$ cat src/rtl/audio_rx_pkg.sv
package audio_rx_pkg;
  typedef enum logic [1:0] {
    FMT_RJ16 = 2'd0,
    FMT_I2S  = 2'd1,
    FMT_DSPB = 2'd2,
    FMT_DSPA = 2'd3
  } frame_fmt_e;
endpackage

$ cat src/rtl/audio_rx_sync.sv
module audio_rx_sync #(
  parameter int unsigned W = 1,
  parameter logic [W-1:0] RST_VAL = '0
) (
  input  logic         clk_i,
  input  logic         rst_ni,
  input  logic [W-1:0] d_i,
  output logic [W-1:0] q_o
);
  logic [W-1:0] s1_q, s2_q;

  always_ff @(posedge clk_i or negedge rst_ni) begin
    if (!rst_ni) begin
      s1_q <= RST_VAL;
      s2_q <= RST_VAL;
    end else begin
      s1_q <= d_i;
      s2_q <= s1_q;
    end
  end

  assign q_o = s2_q;
endmodule

$ cat src/rtl/audio_rx_phase_meter.sv
module audio_rx_phase_meter #(
  parameter int unsigned CW = 8
) (
  input  logic          clk_i,
  input  logic          rst_ni,
  input  logic          clr_i,
  input  logic          stb_i,
  input  logic          lr_i,
  output logic [CW-1:0] hi_len_o,
  output logic [CW-1:0] lo_len_o,
  output logic          meas_ok_o
);
  localparam logic [CW-1:0] CNT_MAX = '1;

  logic          seen_q, started_q, lr_q, got_hi_q, got_lo_q;
  logic [CW-1:0] cnt_q, hi_q, lo_q;

  always_ff @(posedge clk_i or negedge rst_ni) begin
    if (!rst_ni) begin
      seen_q <= 1'b0; started_q <= 1'b0; lr_q <= 1'b0;
      got_hi_q <= 1'b0; got_lo_q <= 1'b0;
      cnt_q <= '0; hi_q <= '0; lo_q <= '0;
    end else if (clr_i) begin
      seen_q <= 1'b0; started_q <= 1'b0; lr_q <= 1'b0;
      got_hi_q <= 1'b0; got_lo_q <= 1'b0;
      cnt_q <= '0; hi_q <= '0; lo_q <= '0;
    end else if (stb_i) begin
      lr_q   <= lr_i;
      seen_q <= 1'b1;
      if (seen_q && (lr_i != lr_q)) begin
        cnt_q <= CW'(1);
        // first level after start is partial, drop it
        if (started_q) begin
          if (lr_q) begin
            hi_q <= cnt_q; got_hi_q <= 1'b1;
          end else begin
            lo_q <= cnt_q; got_lo_q <= 1'b1;
          end
        end
        started_q <= 1'b1;
      end else if (cnt_q != CNT_MAX) begin
        cnt_q <= cnt_q + 1'b1;
      end
    end
  end

  assign hi_len_o  = hi_q;
  assign lo_len_o  = lo_q;
  assign meas_ok_o = got_hi_q & got_lo_q;

  assert_len_nonzero_R9: assert property (@(posedge clk_i) disable iff (!rst_ni)
    meas_ok_o |-> (hi_len_o != '0 && lo_len_o != '0));
endmodule

$ cat src/rtl/audio_rx_unpack.sv
module audio_rx_unpack
  import audio_rx_pkg::*;
#(
  parameter int unsigned DW    = 24,
  parameter int unsigned CW    = 8,
  parameter int unsigned MIN_W = 16
) (
  input  logic          clk_i,
  input  logic          rst_ni,
  input  logic          clr_i,
  input  logic          stb_i,
  input  logic          lr_i,
  input  logic          sd_i,
  input  frame_fmt_e    fmt_i,
  input  logic          cfg_ok_i,
  input  logic [CW-1:0] hi_len_i,
  input  logic [CW-1:0] lo_len_i,
  input  logic [CW-1:0] wlen_i,
  output logic [DW-1:0] left_o,
  output logic [DW-1:0] right_o,
  output logic          valid_o
);
  localparam logic [CW-1:0] CMAX = '1;

  logic [1:0]    prime_q;
  logic          lr_d_q, eff_q, live_q, valid_q;
  logic [CW-1:0] ppos_q, fpos_q;
  logic [DW-1:0] acc_l_q, acc_r_q, left_q, right_q;

  logic          delay, dsp, eff, ready, chg, bnd, ch, wr;
  logic [CW-1:0] cur_ppos, cur_fpos, idx, plen, off;
  logic [CW:0]   w2;
  logic [DW-1:0] nxt_l, nxt_r;

  assign delay = (fmt_i == FMT_I2S) || (fmt_i == FMT_DSPA);
  assign dsp   = fmt_i[1];
  assign eff   = delay ? lr_d_q : lr_i;
  assign ready = (prime_q == 2'd2);
  assign chg   = eff != eff_q;
  assign bnd   = ready & chg & (dsp ? eff : ~eff);

  assign cur_ppos = chg ? '0 : ((ppos_q == CMAX) ? ppos_q : ppos_q + 1'b1);
  assign cur_fpos = bnd ? '0 : ((fpos_q == CMAX) ? fpos_q : fpos_q + 1'b1);

  always_comb begin
    ch   = 1'b0;
    idx  = '0;
    wr   = 1'b0;
    plen = eff ? hi_len_i : lo_len_i;
    off  = plen - CW'(MIN_W);
    w2   = {1'b0, wlen_i} << 1;
    case (fmt_i)
      FMT_I2S: begin
        ch  = eff;
        idx = cur_ppos;
        wr  = cur_ppos < CW'(DW);
      end
      FMT_RJ16: begin
        ch  = eff;
        idx = cur_ppos - off;
        wr  = (cur_ppos >= off) && (cur_ppos < plen);
      end
      default: begin
        if (cur_fpos < wlen_i) begin
          idx = cur_fpos;
          wr  = 1'b1;
        end else if ({1'b0, cur_fpos} < w2) begin
          ch  = 1'b1;
          idx = cur_fpos - wlen_i;
          wr  = 1'b1;
        end
      end
    endcase
    wr = wr & ready;
  end

  always_comb begin
    nxt_l = bnd ? '0 : acc_l_q;
    nxt_r = bnd ? '0 : acc_r_q;
    for (int k = 0; k < DW; k++) begin
      if (wr && (idx == CW'(DW - 1 - k))) begin
        if (ch) nxt_r[k] = sd_i;
        else    nxt_l[k] = sd_i;
      end
    end
  end

  always_ff @(posedge clk_i or negedge rst_ni) begin
    if (!rst_ni) begin
      prime_q <= '0; lr_d_q <= 1'b0; eff_q <= 1'b0; live_q <= 1'b0;
      ppos_q <= '0; fpos_q <= '0; acc_l_q <= '0; acc_r_q <= '0;
      left_q <= '0; right_q <= '0; valid_q <= 1'b0;
    end else if (clr_i) begin
      prime_q <= '0; lr_d_q <= 1'b0; eff_q <= 1'b0; live_q <= 1'b0;
      ppos_q <= '0; fpos_q <= '0; acc_l_q <= '0; acc_r_q <= '0;
      left_q <= '0; right_q <= '0; valid_q <= 1'b0;
    end else begin
      valid_q <= 1'b0;
      if (stb_i) begin
        if (!ready) prime_q <= prime_q + 1'b1;
        lr_d_q  <= lr_i;
        eff_q   <= eff;
        ppos_q  <= cur_ppos;
        fpos_q  <= cur_fpos;
        acc_l_q <= nxt_l;
        acc_r_q <= nxt_r;
        if (bnd) begin
          live_q <= cfg_ok_i;
          if (live_q && cfg_ok_i) begin
            left_q  <= acc_l_q;
            right_q <= acc_r_q;
            valid_q <= 1'b1;
          end
        end
      end
    end
  end

  assign left_o  = left_q;
  assign right_o = right_q;
  assign valid_o = valid_q;

  assert_valid_pulse_R10: assert property (@(posedge clk_i) disable iff (!rst_ni)
    valid_o |=> !valid_o);
endmodule

$ cat src/rtl/audio_rx_autofmt.sv
module audio_rx_autofmt
  import audio_rx_pkg::*;
#(
  parameter int unsigned DW        = 24,
  parameter int unsigned CW        = 8,
  parameter int unsigned MIN_W     = 16,
  parameter int unsigned PULSE_MAX = 4
) (
  input  logic          clk_i,
  input  logic          rst_ni,
  input  logic          enable_i,
  input  logic          fmt_i,
  input  logic          deemph_i,
  input  logic          bclk_i,
  input  logic          lrclk_i,
  input  logic          sdata_i,
  output logic [DW-1:0] left_o,
  output logic [DW-1:0] right_o,
  output logic          valid_o,
  output logic          frame_err_o,
  output logic          deemph_o,
  output logic          hp_mode_o
);
  localparam logic [CW:0] DSPA_FRAME = (CW+1)'(2 * DW + 1);

  logic [5:0] sync_q;
  logic en_s, de_s, fmt_s, bclk_s, lr_s, sd_s;

  // enable synchroniser resets high: a level held through reset is no edge
  audio_rx_sync #(.W(6), .RST_VAL(6'b100000)) i_sync (
    .clk_i  (clk_i),
    .rst_ni (rst_ni),
    .d_i    ({enable_i, deemph_i, fmt_i, bclk_i, lrclk_i, sdata_i}),
    .q_o    (sync_q)
  );
  assign {en_s, de_s, fmt_s, bclk_s, lr_s, sd_s} = sync_q;

  logic en_q, bclk_q, active_q, hp_q, err_q, en_rise, stb;
  assign en_rise = en_s & ~en_q;
  assign stb     = active_q & bclk_s & ~bclk_q;

  logic [CW-1:0] hi_len, lo_len, wlen;
  logic          meas_ok, is_dsp, err, cfg_ok;
  logic [CW:0]   frame_len;
  frame_fmt_e    fmt_sel;

  audio_rx_phase_meter #(.CW(CW)) i_meter (
    .clk_i     (clk_i),
    .rst_ni    (rst_ni),
    .clr_i     (~active_q),
    .stb_i     (stb),
    .lr_i      (lr_s),
    .hi_len_o  (hi_len),
    .lo_len_o  (lo_len),
    .meas_ok_o (meas_ok)
  );

  assign is_dsp    = hi_len <= CW'(PULSE_MAX);
  assign err       = meas_ok & ~is_dsp & ((hi_len < CW'(MIN_W)) | (lo_len < CW'(MIN_W)));
  assign cfg_ok    = meas_ok & ~err;
  assign fmt_sel   = is_dsp ? (fmt_s ? FMT_DSPA : FMT_DSPB) : (fmt_s ? FMT_I2S : FMT_RJ16);
  assign frame_len = {1'b0, hi_len} + {1'b0, lo_len};
  assign wlen      = (fmt_s && frame_len >= DSPA_FRAME) ? CW'(DW) : CW'(MIN_W);

  audio_rx_unpack #(.DW(DW), .CW(CW), .MIN_W(MIN_W)) i_unpack (
    .clk_i    (clk_i),
    .rst_ni   (rst_ni),
    .clr_i    (~active_q),
    .stb_i    (stb),
    .lr_i     (lr_s),
    .sd_i     (sd_s),
    .fmt_i    (fmt_sel),
    .cfg_ok_i (cfg_ok),
    .hi_len_i (hi_len),
    .lo_len_i (lo_len),
    .wlen_i   (wlen),
    .left_o   (left_o),
    .right_o  (right_o),
    .valid_o  (valid_o)
  );

  always_ff @(posedge clk_i or negedge rst_ni) begin
    if (!rst_ni) begin
      en_q     <= 1'b1;
      bclk_q   <= 1'b0;
      active_q <= 1'b0;
      hp_q     <= 1'b0;
      err_q    <= 1'b0;
    end else begin
      en_q   <= en_s;
      bclk_q <= bclk_s;
      if (!en_s)       active_q <= 1'b0;
      else if (en_rise) active_q <= 1'b1;
      if (en_rise) hp_q <= de_s;
      err_q <= err & active_q;
    end
  end

  assign frame_err_o = err_q;
  assign deemph_o    = de_s & active_q;
  assign hp_mode_o   = hp_q;

  assert_idle_no_valid_R1: assert property (@(posedge clk_i) disable iff (!rst_ni)
    !active_q |=> !valid_o);
  assert_hp_hold_R2: assert property (@(posedge clk_i) disable iff (!rst_ni)
    !en_rise |=> $stable(hp_mode_o));
  assert_err_blocks_valid_R9: assert property (@(posedge clk_i) disable iff (!rst_ni)
    frame_err_o |-> !valid_o);
endmodule

$ cat config.mk
export PLATFORM = sky130hd
export DESIGN_NAME = audio_rx_autofmt
export DESIGN_NICKNAME = d
export VERILOG_FILES = /design/src/rtl/audio_rx_pkg.sv /design/src/rtl/audio_rx_sync.sv /design/src/rtl/audio_rx_phase_meter.sv /design/src/rtl/audio_rx_unpack.sv /design/src/rtl/audio_rx_autofmt.sv
export SDC_FILE = /design/constraint.sdc
export NUM_CORES = 1
export LEC_CHECK = 0
export BUFFER_PORTS_ARGS = -buffer_cell sky130_fd_sc_hd__clkbuf_2
export CORE_ASPECT_RATIO = 1.5
export CORE_MARGIN = 3
export CORE_UTILIZATION = 35
export CTS_BUF_LIST = sky130_fd_sc_hd__clkbuf_16
export DETAILED_ROUTE_END_ITERATION = 16
export REMOVE_ABC_BUFFERS = 1
export SYNTH_ARGS = -nofsm -noshare
export SYNTH_HDL_FRONTEND = slang
export SYNTH_SLANG_ARGS = --single-unit
$ cat constraint.sdc
create_clock -name clk_i -period 6.72 [get_ports clk_i]
set_input_delay 0.672 -clock clk_i [delete_from_list [all_inputs] [get_ports clk_i]]
set_output_delay 0.672 -clock clk_i [all_outputs]
set_load 0.01 [all_outputs]
Yosys cells after proc, flatten, opt, wreduce, memory -nomap -nowiden

Index checks and enable logic that the tools add are counted.

Output and inout port bits: 52
RAM bits: 0
Memories: 0
Latch bits: 0
Bits of input ports: 8
Bits in read-only memories: 0
Flip-flop bits (word level): 163

Multiplexer cells: 178
Shifts and indexed selects: 0
Order comparisons: 9
Reductions and logical operators: 39
$add $sub $neg: 8
Equal/unequal tests: 41
Bitwise logic cells: 18
$mul: 0
Divide/modulo/power cells: 0

Operators by type and width:

| kind                                                                                | number |
|---|---|
| 24-bit two-way mux                                                                  | 14 |
| 8-bit two-way mux                                                                   | 25 |
| 1-bit two-way mux                                                                   | 132 |
| 8-bit by 4-bit equality test with 1-bit output, second input constant               | 8 |
| 8-bit by 5-bit equality test with 1-bit output, second input constant               | 8 |
| 8-bit by 3-bit equality test with 1-bit output, second input constant               | 4 |
| 1-bit logical AND                                                                   | 28 |
| 8-bit by 1-bit adder with 8-bit output, second input constant                       | 3 |
| 8-bit by 5-bit < comparator with 1-bit output, second input constant                | 3 |
| 8-bit by 2-bit equality test with 1-bit output, second input constant               | 2 |
| 8-bit equality test, second input constant                                          | 2 |
| 8-bit case mux with 2 select lines                                                  | 1 |
| 1-bit AND                                                                           | 12 |
| 2-bit by 1-bit inequality test with 1-bit output, second input constant             | 6 |
| 8-bit by 8-bit adder with 9-bit output                                              | 1 |
| 9-bit by 6-bit greater-or-equal comparator with 1-bit output, second input constant | 1 |
| 8-bit by 1-bit equality test with 1-bit output, second input constant               | 1 |
| 8-bit greater-or-equal comparator                                                   | 1 |
| 8-bit by 3-bit <= comparator with 1-bit output, second input constant               | 1 |
| 8-bit zero test                                                                     | 1 |
| 8-bit by 5-bit < comparator with 1-bit output                                       | 1 |
| 8-bit by 6-bit < comparator with 1-bit output                                       | 1 |
| 8-bit < comparator                                                                  | 1 |
| 2-bit two-way mux                                                                   | 4 |
| 20 further kinds                                                                    | 32 |

Depth between registers and ports, before layout

Word-level depth: 18
Gate-level depth with buffers: 21

Cells and area by module

From an unflattened synthesis, not the netlist that was laid out.

Cell total of the unflattened synthesis: 1,051
Area, all modules: 9,655.5 µm²

By module, submodules not included:

| module               | cells each | area an instance (µm²) | sequential area each (µm²) | instances |
|---|---|---|---|---|
| audio_rx_unpack      | 858        | 7,494.7                | 2,952.8                    | 1 |
| audio_rx_phase_meter | 117        | 1,291.2                | 725.7                      | 1 |
| audio_rx_autofmt     | 64         | 566.8                  | 126.4                      | 1 |
| audio_rx_sync        | 12         | 302.8                  | 302.8                      | 1 |

Least setup slack after synthesis

Ideal clock, no wire load.

Path kind: flip-flop to flip-flop
Start point: reg i_sync.s2_q[3] (netlist: i_sync.q_o[3])
End point: reg i_unpack.acc_r_q[2]
Arrival: 4,581 ps
Setup time: 124 ps
Data required time: 6,596 ps
Slack: 2,015 ps
Cell stages (with the launch flop): 16
Path buffers: 1
Cell sequence: dfrtp_1 mux2i_2 clkbuf_1 mux2_2 ha_1 fa_1 nand2b_1 a2111oi_0 nor4b_1 a211o_1 o311ai_1 nor3_2 nor3b_4 nand2_1 and3_1 a211o_1

Longest elaborated chain between the ends: 18
Elaborated cells on any way between the ends: 44

Ends and longest elaborated chain:

| item                                                                                                 | line                   | RTL |
|---|---|---|
| from (decl)                                                                                          | audio_rx_sync.sv:10    | `logic [W-1:0] s1_q, s2_q;` |
| from (signal assigned)                                                                               | audio_rx_sync.sv:18    | `s2_q <= s1_q;` |
| parallel branches: the longest is 15 deep, another holds 8-bit by 5-bit subtractor with 8-bit output | --                     |  |
| 1-bit two-way mux *                                                                                  | audio_rx_unpack.sv:81  | `if (wr && (idx == CW'(DW - 1 - k))) begin` |
| 24-bit two-way mux *                                                                                 | audio_rx_unpack.sv:99  | `if (stb_i) begin` |
| 24-bit two-way mux *                                                                                 | audio_rx_unpack.sv:93  | `end else if (clr_i) begin` |
| to (signal assigned)                                                                                 | audio_rx_unpack.sv:106 | `acc_r_q <= nxt_r;` |
| to (decl)                                                                                            | audio_rx_unpack.sv:28  | `logic [DW-1:0] acc_l_q, acc_r_q, left_q, right_q;` |

Every way passes the cells marked *. The select of a mux whose other input is x is not followed.
A chain may end at the register's enable or synchronous reset.

Final worst setup path

Start point: reg i_sync.s2_q[3] (netlist: i_sync.q_o[3])
End point: reg i_unpack.acc_r_q[6]

The elaborated chain is that of the path after synthesis.

==> key figures <==
Global routing
  – Number of global-route vias before repair: 7,208
  – Initial antenna violation count: 0
  – First-pass GRT wire length: about 38 mm
  – Largest net degree at the start of global routing: 90
  – All-layer global routing usage: between 10% and 20%
  – Total grt overflow: 0

Clocking
  – CTS Hold Bufs: 0
  – CTS resizes: 0
  – Clk pin slew, worst setup/hold paths: 60 ps
  – CTS max path bufs: 2
  – Maximum level of the CTS H-tree: 4
  – Post-CTS Setup Repair Bufs: 0
  – Root Driver: clkbuf_16
  – CTS sink count: 163
  – CTS Buf Count: 17
  – Worst-Skew Late Latency: ~440 ps
  – CTS tree: yes

Final layout
  – Layout fillers: 2,442
  – Final design utilization: between 40 and 50%
  – Area Growth Syn to Fin: 13.7%
  – Share of cells above drive strength 1: between 10% and 20%
  – Nets@finish: just over 1,000
  – N_diodes: 0

Detailed routing
  – Antenna Nets Post-Route: 0
  – Detailed-route wire length: between 20 and 25 mm
  – Drt initial violations: about 420
  – # DRC: 0
  – Drt pass-1 iters: 5
  – WL per Instance: 16.9 um
  – Via count: roughly 7,000
  – Via density: between 5 and 6

Yosys
  – Cells after Synth: around 960
  – Mux cell area share after synthesis: 2.70%
  – Simple-gate share of the synthesized area: 20.6%
  – Synth Flop Type: dfrtp_1
  – Post-synth top area cell: dfrtp_1
  – Synth Area in Compound Gates: a little over 20%
  – Largest family of logic cells by synthesized area: simple AND/OR/NAND/NOR gates
  – Number of synthesis warnings: 0
  – Post-Syn Area: about 8700 sq um
  – Flops & latches, synth: approximately 160
  – EDFF count, synth: 0
  – Sequential area share after synthesis: around 47%
  – Unique masters post-synth: 80
  – Synth area leaders: dfrtp_1, nand2_1, a21oi_1
  – Share of the synthesized area in the top cell type: 46.0%
  – Post-synthesis adder-cell area fraction: ~4.3%
  – Synth Area in XOR/XNOR: under 10%
  – Syn avg cell area: 9.11 sq um
  – FFs w/ async S/R, synth: 100%

Critical path
  – Critical path cell sequence: mux2i_2, buf_4, mux2i_1, ha_1, xor2_1, ha_1, nand2_1, a2111oi_0, nor4b_1, a211o_1, o311ai_1, nor3_2, nor3b_4, nand2_1, and3_1, a211o_1
  – Critical path depth: 16
  – Required @ worst endpoint: 7040 ps
  – Crit end category: register
  – FF-to-FF path depth: 16
  – Critical path fanouts, max: 13
  – CP Class: register to register
  – Crit path arrival time: 5640 ps
  – Crit path launch type: register
  – CP Buf/Inv Count: 1
  – Largest stage delay on the critical path: ~620 ps
  – CP top delay family: simple AND/OR/NAND/NOR gates
  – CP max-delay cell: dfrtp_1

Die
  – Initial Utilization: between 30% and 40%
  – Chip Width: ~130 um
  – Row count: 70
  – I/O pin count: 60
  – DIE HEIGHT: 199 um
  – Core ar.: around 24,000 sq um
  – Die area: around 27,000 sq um

Place
  – Dpl hpwl: ~16 mm
  – PortBufs: between 50 and 60
  – Routability congestion estimate: 0.908

STA
  – Max-slew violation count: 0
  – Fmax achieved: between 0.15 and 0.2 GHz
  – Period utilisation layout: between 70% and 80%
  – Layout Skew: about 12 ps
  – Worst slew pin tran: slightly above 1000 ps
  – Hold Fails Final Rpt: 0
  – Final Critical Period: about 5300 ps
  – Relative slew slack: a little under a third
  – Final setup TNS: 0 ps
  – Final setup fails: 0
  – Unrepaired setup endpoints after global routing: no

Power
  – Leak Pwr: around 4.5 nW
  – Maximum vdd drop: 163 uV
  – Total power: 2.07 mW
  – PwrDens: 209 nW/um^2

Job
  – MaxCap Viol Count: 0

Hold path
  – Hold Path Class: primary input to async pin

Outcome
  – Outcome: completed
==> worst register-to-register path, delay by kind of cell, from the launching register on <==
family	cells	cell delay [ps]
buf+inv	1	300
simple gates	6	1850
fa+ha+maj	2	600
flops	1	620
compound gates	4	880
mux	2	890
xor+xnor	1	70
==> logic make-up (layout without fill, tap and decap cells) <==
kind of cell	Yosys count	after routing
adder cells (fa/ha/maj)	29	29
flip-flops	163	163
AND/OR/NAND/NOR	376	376
buffers and inverters	77	132
XOR/XNOR	14	14
multiplexers	22	22
AO/OA/AOI/OAI	275	275
==> layout make-up <==
class                           count  area [sq um]  share of cell area, %
Inverter                           28           105                   1.06
Timing Repair Buffer               72           399                   4.03
Tap cell                          324           405                   4.09
Sequential cell                   163          4080                   41.2
Clock buffer                       17           425                   4.30
Clock inverter                     15           155                   1.57
Multi-Input combinational cell    716          4330                   43.7
==> cells in the final DEF, fill, tap and decap left out, types with 15 or more instances in the layout <==
master | netlist | routed
dfrtp_1 | 160 | 160
a211o_1 | 19 | 19
and3_1 | 24 | 24
o211ai_1 | 25 | 25
a31oi_1 | 15 | 15
ha_1 | 27 | 27
nand3_1 | 44 | 44
nand2_1 | 172 | 172
clkbuf_16 | 0 | 17
o21ai_0 | 61 | 61
a21oi_1 | 76 | 76
nor2_1 | 57 | 56
clkbuf_2 | 0 | 58
mux2i_1 | 17 | 17
inv_1 | 28 | 27
==> final timing paths <==
check / startpoint / to / slack (ps)
max: i_sync.q_o[3] / i_unpack.acc_r_q[6] / 1400
min: rst_ni / i_unpack.right_o[4] / 300
max reg2reg: i_sync.q_o[3] / i_unpack.acc_r_q[6] / 1400
min reg2reg: i_sync.s1_q[4] / i_sync.q_o[4] / 350
max in group asynchronous: rst_ni / i_unpack.fpos_q[4] / 4950
min in group clk_i: enable_i / i_sync.s1_q[5] / 320
==> layer usage <==
metal  up-vias  global-route usage (%)  routed length [um]
met1      3500                    19.1                9000
met2       123                    32.4               12100
li1       3526                       -                   -
met4         0                    8.38                 950
met3        55                    2.82                 586
met5         -                       0                   0
==> through the flow <==
stage	instance area [sq um]	hold slack [ps]	cells	setup slack (ps)
finish	9900	304	1335	1400
global route	9900	299	1335	916
CTS	9900	299	1335	1460
detailed placement	9320	336	1303	1490
global placement	9320	333	1303	1640
floorplan	8510	331	907	1840
==> state kept, by name (all words and copies together) (netlist names), 2 cells and up <==
register / count
i_unpack.left_o: 24
i_unpack.acc_l_q: 24
i_sync.q_o: 6
i_sync.s1_q: 6
i_unpack.right_o: 24
i_meter.lo_len_o: 8
i_unpack.fpos_q: 8
i_unpack.prime_q: 2
i_meter.cnt_q: 8
i_unpack.acc_r_q: 24
i_meter.hi_len_o: 8
i_unpack.ppos_q: 8
==> cell usage after synthesis (3+ instances only) <==
cell,count
a211o_1,19
a211oi_1,6
a21o_1,5
a21oi_1,76
a31oi_1,15
and2_1,9
and3_1,24
buf_2,7
clkbuf_1,41
dfrtp_1,160
dfstp_2,3
ha_1,27
inv_1,28
mux2i_1,17
nand2_1,172
nand2b_1,4
nand3_1,44
nand3b_1,4
nand4_1,3
nor2_1,57
nor3_1,14
nor3b_1,4
nor4_1,3
o2111ai_1,3
o211ai_1,25
o21a_1,7
o21ai_0,61
o21ai_1,7
o22ai_1,6
o31a_1,4
o31ai_1,8
or2_2,3
or3_1,11
or4_1,4
xnor2_1,5
xor2_1,8
==> power breakdown <==
| group | internal, mW | switching, mW | leakage [nW] |
|---|---|---|---|
| clock network | 0.550 | 0.422 | 0.277 |
| registers | 0.990 | 0.00825 | 2.24 |
| logic | 0.0233 | 0.0754 | 2.02 |
Note: power is estimated with default switching activity, not from simulation.
